**src/rtl/sps_pkg.sv**
```systemverilog
package sps_pkg;
  localparam int SECTORS = 4;
  localparam int SEC_W   = 2;

  typedef enum logic [1:0] {
    CAUSE_OWN    = 2'd0,
    CAUSE_FREE   = 2'd1,
    CAUSE_OVER   = 2'd2,
    CAUSE_GLOBAL = 2'd3
  } vic_cause_e;
endpackage

```
**src/rtl/sps_limit_regs.sv**
```systemverilog
module sps_limit_regs
  import sps_pkg::*;
#(
  parameter int NUM_WAYS = 24,
  localparam int CNT_W = $clog2(NUM_WAYS + 1)
) (
  input  logic                       clk,
  input  logic                       rst_n,
  input  logic                       cfg_we,
  input  logic [SEC_W-1:0]           cfg_sector,
  input  logic [CNT_W-1:0]           cfg_limit,
  output logic [SECTORS*CNT_W-1:0]   limits
);
  for (genvar s = 0; s < SECTORS; s++) begin : g_lim
    logic [CNT_W-1:0] lim_q;
    logic             hit_w;
    assign hit_w = cfg_we && (cfg_sector == SEC_W'(s));
    always_ff @(posedge clk) begin
      if (!rst_n)     lim_q <= CNT_W'(NUM_WAYS);
      else if (hit_w) lim_q <= cfg_limit;
    end
    assign limits[s*CNT_W +: CNT_W] = lim_q;
  end
endmodule

```
**src/rtl/sps_occupancy.sv**
```systemverilog
module sps_occupancy
  import sps_pkg::*;
#(
  parameter int NUM_WAYS = 24,
  localparam int CNT_W = $clog2(NUM_WAYS + 1)
) (
  input  logic [NUM_WAYS-1:0]        way_valid,
  input  logic [NUM_WAYS*SEC_W-1:0]  way_sector,
  input  logic [SECTORS*CNT_W-1:0]   limits,
  output logic [SECTORS*CNT_W-1:0]   occ,
  output logic [SECTORS-1:0]         over_sec
);
  function automatic logic [CNT_W-1:0] tally(
    input logic [NUM_WAYS-1:0]       v,
    input logic [NUM_WAYS*SEC_W-1:0] tags,
    input logic [SEC_W-1:0]          sec
  );
    logic [CNT_W-1:0] n;
    n = '0;
    for (int i = 0; i < NUM_WAYS; i++)
      if (v[i] && (tags[i*SEC_W +: SEC_W] == sec)) n = n + CNT_W'(1);
    return n;
  endfunction

  for (genvar s = 0; s < SECTORS; s++) begin : g_occ
    logic [CNT_W-1:0] cnt;
    assign cnt = tally(way_valid, way_sector, SEC_W'(s));
    assign occ[s*CNT_W +: CNT_W] = cnt;
    assign over_sec[s] = cnt > limits[s*CNT_W +: CNT_W];
  end
endmodule

```
**src/rtl/sps_oldest_pick.sv**
```systemverilog
module sps_oldest_pick #(
  parameter int NUM_WAYS = 24,
  parameter int AGE_W    = 5,
  localparam int IDX_W = $clog2(NUM_WAYS)
) (
  input  logic [NUM_WAYS-1:0]        cand,
  input  logic [NUM_WAYS*AGE_W-1:0]  ages,
  output logic                       found,
  output logic [IDX_W-1:0]           idx
);
  logic [AGE_W-1:0] best;
  always_comb begin
    found = 1'b0;
    idx   = '0;
    best  = '0;
    for (int i = 0; i < NUM_WAYS; i++) begin
      if (cand[i] && (!found || (ages[i*AGE_W +: AGE_W] > best))) begin
        found = 1'b1;
        idx   = IDX_W'(i);
        best  = ages[i*AGE_W +: AGE_W];
      end
    end
  end
endmodule

```
**src/rtl/sps_victim_sel.sv**
```systemverilog
module sps_victim_sel
  import sps_pkg::*;
#(
  parameter int NUM_WAYS = 24,
  parameter int AGE_W    = 5,
  localparam int CNT_W = $clog2(NUM_WAYS + 1),
  localparam int IDX_W = $clog2(NUM_WAYS)
) (
  input  logic                       clk,
  input  logic                       rst_n,
  input  logic                       cfg_we,
  input  logic [1:0]                 cfg_sector,
  input  logic [CNT_W-1:0]           cfg_limit,
  input  logic                       miss_req,
  input  logic [1:0]                 miss_sector,
  input  logic [NUM_WAYS-1:0]        way_valid,
  input  logic [NUM_WAYS*2-1:0]      way_sector,
  input  logic [NUM_WAYS*AGE_W-1:0]  way_age,
  output logic                       vic_valid,
  output logic [IDX_W-1:0]           vic_way,
  output logic [1:0]                 vic_cause,
  output logic [NUM_WAYS*2-1:0]      new_sector,
  output logic [NUM_WAYS*AGE_W-1:0]  new_age
);
  logic [SECTORS*CNT_W-1:0] limits;
  logic [SECTORS*CNT_W-1:0] occ;
  logic [SECTORS-1:0]       over_sec;

  sps_limit_regs #(.NUM_WAYS(NUM_WAYS)) u_limits (
    .clk(clk), .rst_n(rst_n), .cfg_we(cfg_we), .cfg_sector(cfg_sector),
    .cfg_limit(cfg_limit), .limits(limits)
  );

  sps_occupancy #(.NUM_WAYS(NUM_WAYS)) u_occ (
    .way_valid(way_valid), .way_sector(way_sector), .limits(limits),
    .occ(occ), .over_sec(over_sec)
  );

  // Requester's own occupancy and ceiling
  logic [CNT_W-1:0] req_occ, req_lim;
  assign req_occ = occ[int'(miss_sector)*CNT_W +: CNT_W];
  assign req_lim = limits[int'(miss_sector)*CNT_W +: CNT_W];

  // Candidate masks, one per selection rule (index = cause code)
  logic [SECTORS-1:0][NUM_WAYS-1:0]       cand;
  logic [SECTORS-1:0][NUM_WAYS*AGE_W-1:0] cand_age;
  logic [SECTORS-1:0]                     pick_found;
  logic [SECTORS-1:0][IDX_W-1:0]          pick_idx;

  always_comb begin
    for (int i = 0; i < NUM_WAYS; i++) begin
      cand[0][i] = way_valid[i] && (way_sector[i*2 +: 2] == miss_sector);
      cand[1][i] = !way_valid[i];
      cand[2][i] = way_valid[i] && over_sec[way_sector[i*2 +: 2]];
      cand[3][i] = 1'b1;
    end
  end

  for (genvar k = 0; k < SECTORS; k++) begin : g_pick
    if (k == 1) begin : g_first
      // Equal ages reduce the oldest-pick to a lowest-index pick
      assign cand_age[k] = '0;
    end else begin : g_lru
      assign cand_age[k] = way_age;
    end
    sps_oldest_pick #(.NUM_WAYS(NUM_WAYS), .AGE_W(AGE_W)) u_pick (
      .cand(cand[k]), .ages(cand_age[k]),
      .found(pick_found[k]), .idx(pick_idx[k])
    );
  end

  // Named decision events
  logic       req_at_cap;
  logic       free_avail;
  logic       over_avail;
  vic_cause_e sel_cause;
  logic [IDX_W-1:0] sel_way;

  assign req_at_cap = pick_found[0] && (req_occ >= req_lim);
  assign free_avail = pick_found[1];
  assign over_avail = pick_found[2];

  always_comb begin
    if (req_at_cap)         sel_cause = CAUSE_OWN;
    else if (free_avail)    sel_cause = CAUSE_FREE;
    else if (over_avail)    sel_cause = CAUSE_OVER;
    else if (pick_found[3]) sel_cause = CAUSE_GLOBAL;
    else                    sel_cause = CAUSE_OWN;
  end

  assign sel_way = pick_idx[sel_cause];

  function automatic logic [NUM_WAYS*2-1:0] retag(
    input logic [NUM_WAYS*2-1:0] tags,
    input logic [IDX_W-1:0]      w,
    input logic [1:0]            sec
  );
    logic [NUM_WAYS*2-1:0] r;
    r = tags;
    for (int i = 0; i < NUM_WAYS; i++)
      if (IDX_W'(i) == w) r[i*2 +: 2] = sec;
    return r;
  endfunction

  function automatic logic [NUM_WAYS*AGE_W-1:0] reage(
    input logic [NUM_WAYS*AGE_W-1:0] ages,
    input logic [IDX_W-1:0]          w
  );
    logic [NUM_WAYS*AGE_W-1:0] r;
    logic [AGE_W-1:0]          pivot;
    pivot = '0;
    for (int i = 0; i < NUM_WAYS; i++)
      if (IDX_W'(i) == w) pivot = ages[i*AGE_W +: AGE_W];
    for (int i = 0; i < NUM_WAYS; i++) begin
      if (IDX_W'(i) == w)
        r[i*AGE_W +: AGE_W] = '0;
      else if (ages[i*AGE_W +: AGE_W] < pivot)
        r[i*AGE_W +: AGE_W] = ages[i*AGE_W +: AGE_W] + AGE_W'(1);
      else
        r[i*AGE_W +: AGE_W] = ages[i*AGE_W +: AGE_W];
    end
    return r;
  endfunction

  always_ff @(posedge clk) begin
    if (!rst_n) begin
      vic_valid  <= 1'b0;
      vic_way    <= '0;
      vic_cause  <= '0;
      new_sector <= '0;
      new_age    <= '0;
    end else begin
      vic_valid <= miss_req;
      if (miss_req) begin
        vic_way    <= sel_way;
        vic_cause  <= sel_cause;
        new_sector <= retag(way_sector, sel_way, miss_sector);
        new_age    <= reage(way_age, sel_way);
      end
    end
  end
endmodule

```
**config.mk**
```make
export PLATFORM = sky130hd
export DESIGN_NAME = sps_victim_sel
export DESIGN_NICKNAME = d
export VERILOG_FILES = /design/src/rtl/sps_pkg.sv /design/src/rtl/sps_limit_regs.sv /design/src/rtl/sps_occupancy.sv /design/src/rtl/sps_oldest_pick.sv /design/src/rtl/sps_victim_sel.sv
export SDC_FILE = /design/constraint.sdc
export NUM_CORES = 2
export LEC_CHECK = 0
export ABC_CLOCK_PERIOD_IN_PS = 228200
export BUFFER_PORTS_ARGS = -buffer_cell sky130_fd_sc_hd__buf_2
export CORE_MARGIN = 1
export CORE_UTILIZATION = 35
export CTS_BUF_LIST = sky130_fd_sc_hd__clkbuf_8
export CTS_CLUSTER_DIAMETER = 120
export DETAILED_ROUTE_END_ITERATION = 8
export PLACE_DENSITY_LB_ADDON = 0.25
export REMOVE_ABC_BUFFERS = 1
export SLEW_MARGIN = 30
export SYNTH_ARGS = -nofsm -noshare
export SYNTH_HDL_FRONTEND = slang
export SYNTH_SLANG_ARGS = --single-unit
```
**constraint.sdc**
```tcl
create_clock -name clk -period 228.2 [get_ports clk]
set_input_delay 57.05 -clock clk [delete_from_list [all_inputs] [get_ports clk]]
set_output_delay 57.05 -clock clk [all_outputs]
set_load 0.05 [all_outputs]
```
==> impl.org <==
** Outcome
- Result of the run :: complete, no violations

** Routing
- The detailed router finished its first iteration with 3413 violations.
- After detailed routing, the average wire length per cell comes to 21.2 um.
- Final wirelength :: 156000 um
- Drc violations :: 0
- Across all layers, the routed design uses 42019 vias.
- Final antenna-violating net count :: 0
- First-pass detailed-route iteration total :: 6
- Summed over all nets, wire length on met2 after detailed routing comes to 68500 um.
- After detailed routing, the number of vias per cell comes to 5.70.
- Top metal layer carrying routed signals :: met5
- Met1 routed wirelength after detailed routing :: 72900 um
- Total met3 wirelength after detailed routing :: 10300 um

** Worst setup path
- In this design, the largest share of critical-path delay is due to compound AO/OA/AOI/OAI gates.
- The number of cells on the worst reg-to-reg path is 257.
- Worst Setup End Kind :: flop
- In this run the critical register-to-register path is captured at new_age[117].
- Critical path buffer and inverter count :: 23
- Stage delay of the slowest cell on the critical path :: 730 ps
- Worst reg2reg setup slack :: 176000 ps
- Maximum fanout count along the critical path :: 24
- The critical path is of the input port to flop type.
- CP max stage cell :: o31ai_1
- For the worst setup path, the data arrival time is 120570 ps.
- RR Startpoint :: u_limits.g_lim[3].lim_q[3]
- At the worst endpoint, the required time is 228790 ps.
- STA classifies the critical path startpoint as an input port.

** Final layout
- Final Util :: 38.6%
- In the final layout, the share of cells above drive strength 1 is 11.7%.
- Number of nets in the finished design :: 6628
- The area growth from synthesis to layout is 9.25%.
- Filler cell count :: 12103

** Global routing
- Entering global routing, the biggest net connects 84 pins.
- The number of antenna violations at the first check in global routing is 13.
- The first global-routing pass estimated 235000 um of wire.
- The number of global-route vias before repair is 38783.
- Global routing used 26.3% of the available tracks across all layers.
- Remaining global-route overflow :: 0

** Synthesis
- Instance count of the mapped netlist :: 5648
- Dominant combinational cell family by area after synthesis :: simple AND/OR/NAND/NOR gates
- The synthesized netlist devotes 22.0% of its cell area to compound gates.
- Mux cell area share after synthesis :: 8.17%
- Mean instance size in the synthesized netlist :: 7.05 um2
- In this run, synthesis produced a sequential element count of 196.
- Summed over its instances, the top area cell type makes up 17.8% of the synthesized netlist area.
- Top cells by area, synth :: ha_1, dfxtp_1, xnor2_1
- The number of different library cells used by synthesis comes to 113.
- Counting flops with an async set or reset pin after synthesis yields a share of 0%.
- Simple-gate portion of the synthesized area :: 25.7%
- During synthesis, Yosys emitted a total of 0 warnings.
- Among all flip-flop cells after synthesis, the most frequent one is dfxtp_1.
- The synthesized design contains 0 enable-type register cells.
- Most frequent cells after synthesis :: nand2_1, ha_1, nor2_1
- The synthesized netlist occupies a cell area of 0.0398 mm2.
- Sequential elements use 9.86% of the synthesized area.
- Xor and xnor area share after synthesis :: 10.5%
- Cell type with the largest total area after synthesis :: ha_1
- Most frequent cell after synthesis :: nand2_1
- Of the total synthesized cell area, the portion taken by full adders, half adders and majority gates is 17.9%.

** Floorplan
- Die footprint :: 0.115 mm2
- Core outline area :: 0.113 mm2
- Ports placed on the boundary :: 381
- Row generation in the floorplan step produced 123 rows.
- The die is 339 um tall.
- Initial Utilization :: 35.3%
- The die is 339 um wide.

** STA
- Final Cycle Share :: 52.6%
- Total setup violations reported at the end of the flow :: 0
- Setup repair after global routing left no endpoint under its margin.
- Final hold vios :: 0
- Across the routed clock network, the largest skew measured is 23.4 ps.
- Summed over all failing endpoints, the final setup total negative slack is 0 ps.
- Measured against its own limit, the worst slew margin works out to 27.2%.
- The number of pins exceeding their max-slew limit in the final report was 0.
- At the pin with the least slew margin, the transition time is 1080 ps.
- After layout, the minimum clock period comes to 119980 ps.
- For this run, the top clock speed supported by timing is 8.33 MHz.

** CTS
- CTS Root Buffer Type :: clkbuf_8
- Buffer count from post-CTS setup fixing :: 0
- Clk sink count :: 196
- Counting along the longest clock path gives a buffer depth of 2.
- Clock buffer count from CTS :: 17
- TritonCTS built the clock tree.
- Clock Pin Slew Worst Setup and Hold Paths :: 130 ps
- # hold bufs at CTS :: 0
- H-tree level count :: 4
- For the worst-skew pair, the clock arrives at the later sink with an insertion delay of 680 ps.
- PostCTS Resize Cnt :: 0

** Hold path
- Count of cells along the worst hold path :: 2
- Path category of the worst min-delay check :: flop to flop
- For hold timing, the worst endpoint is new_age[35].
- Source of the worst hold timing path :: new_age[35]

** Run
- Max capacitance violation total :: 0

** Placed design
- The wire-length estimate of the detail-placed layout is 127000 um.
- Input/output buffers :: 380
- Routability-driven placement finished with a final weighted congestion of 0.987.
==> tightest hold or removal path: cells and delay by family (launching register included) <==
kind / cells / cell delay, ps
flip-flops: 1 / 330
AND/OR/NAND/NOR: 1 / 50
AO/OA/AOI/OAI: 1 / 50
==> cells in the final DEF, fill, tap and decap left out, types with 82 or more instances in the layout <==
cell / n
o21ai_0: 353
nand4_1: 110
xor2_1: 103
nand3_1: 232
nand2_1: 674
nor3_1: 90
o21ai_1: 94
a21oi_1: 379
nor2_1: 498
mux2i_1: 173
dfxtp_1: 196
nor2b_1: 119
buf_2: 378
xnor2_1: 372
ha_1: 566
mux2_2: 82
nand2b_1: 128
o21a_1: 98
inv_1: 375
==> flip-flops by register name, indices dropped and copies added, names as in the netlist <==
signal	count
vic_way	5
new_age	120
u_limits.g_lim.lim_q	20
new_sector	48
vic_cause	2
vic_valid	1
==> per-layer routing <==
| layer | global-route usage [%] | vias up |
|---|---|---|
| li1 | - | 20502 |
| met1 | 36.4 | 19909 |
| met2 | 41.7 | 1385 |
| met3 | 3.61 | 221 |
| met4 | 8.92 | 2 |
| met5 | 0 | - |
==> how the worst max path moves through the flow <==
| stage | depth (start not counted) | end | from | slack [ps] |
|---|---|---|---|---|
| CTS | 310 | new_age[27] | way_valid[1] | 108630 |
| floorplan | 302 | new_age[27] | way_sector[3] | 115690 |
| global route | 317 | new_age[27] | way_sector[3] | 102990 |
| global placement | 308 | new_age[117] | way_valid[1] | 109370 |
| finish | 309 | new_age[117] | way_valid[1] | 108220 |
| detailed placement | 309 | new_age[117] | way_valid[1] | 108090 |
==> stage by stage <==
step / instance area, um2 / setup WS [ps] / std cells / hold slack, ps
2_1_floorplan: 38900 / 115690 / 5412 / 461
3_3_place_gp: 43000 / 109370 / 7337 / 431
3_5_place_dp: 43100 / 108090 / 7338 / 436
4_1_cts: 43400 / 108630 / 7370 / 453
5_1_grt: 43500 / 102990 / 7374 / 462
6_report: 43500 / 108220 / 7375 / 450
==> cell type report <==
| type | count | area (um2) | area share (%) |
|---|---|---|---|
| antenna | 5 | 12.5 | 0.0288 |
| clock buffer | 19 | 262 | 0.601 |
| clock inverter | 13 | 114 | 0.262 |
| inverter | 380 | 1430 | 3.28 |
| multi-input combinational | 4836 | 33600 | 77.3 |
| sequential | 196 | 3920 | 9.02 |
| tap | 1500 | 1880 | 4.32 |
| timing repair buffer | 426 | 2260 | 5.19 |
==> cell families (layout without fill, tap and decap cells) <==
family	after synthesis	count (layout)
and+or+nand+nor	2123	2123
AOI/OAI and AO/OA	1386	1386
buffers and inverters	616	838
muxes	283	283
adders and majority gates	569	569
other	0	5
DFF	196	196
xor gates and xnor gates	475	475
Power is left out: the tool's default activity adds up to more than one toggle a clock period on the data nets, which glitch-free logic cannot reach.
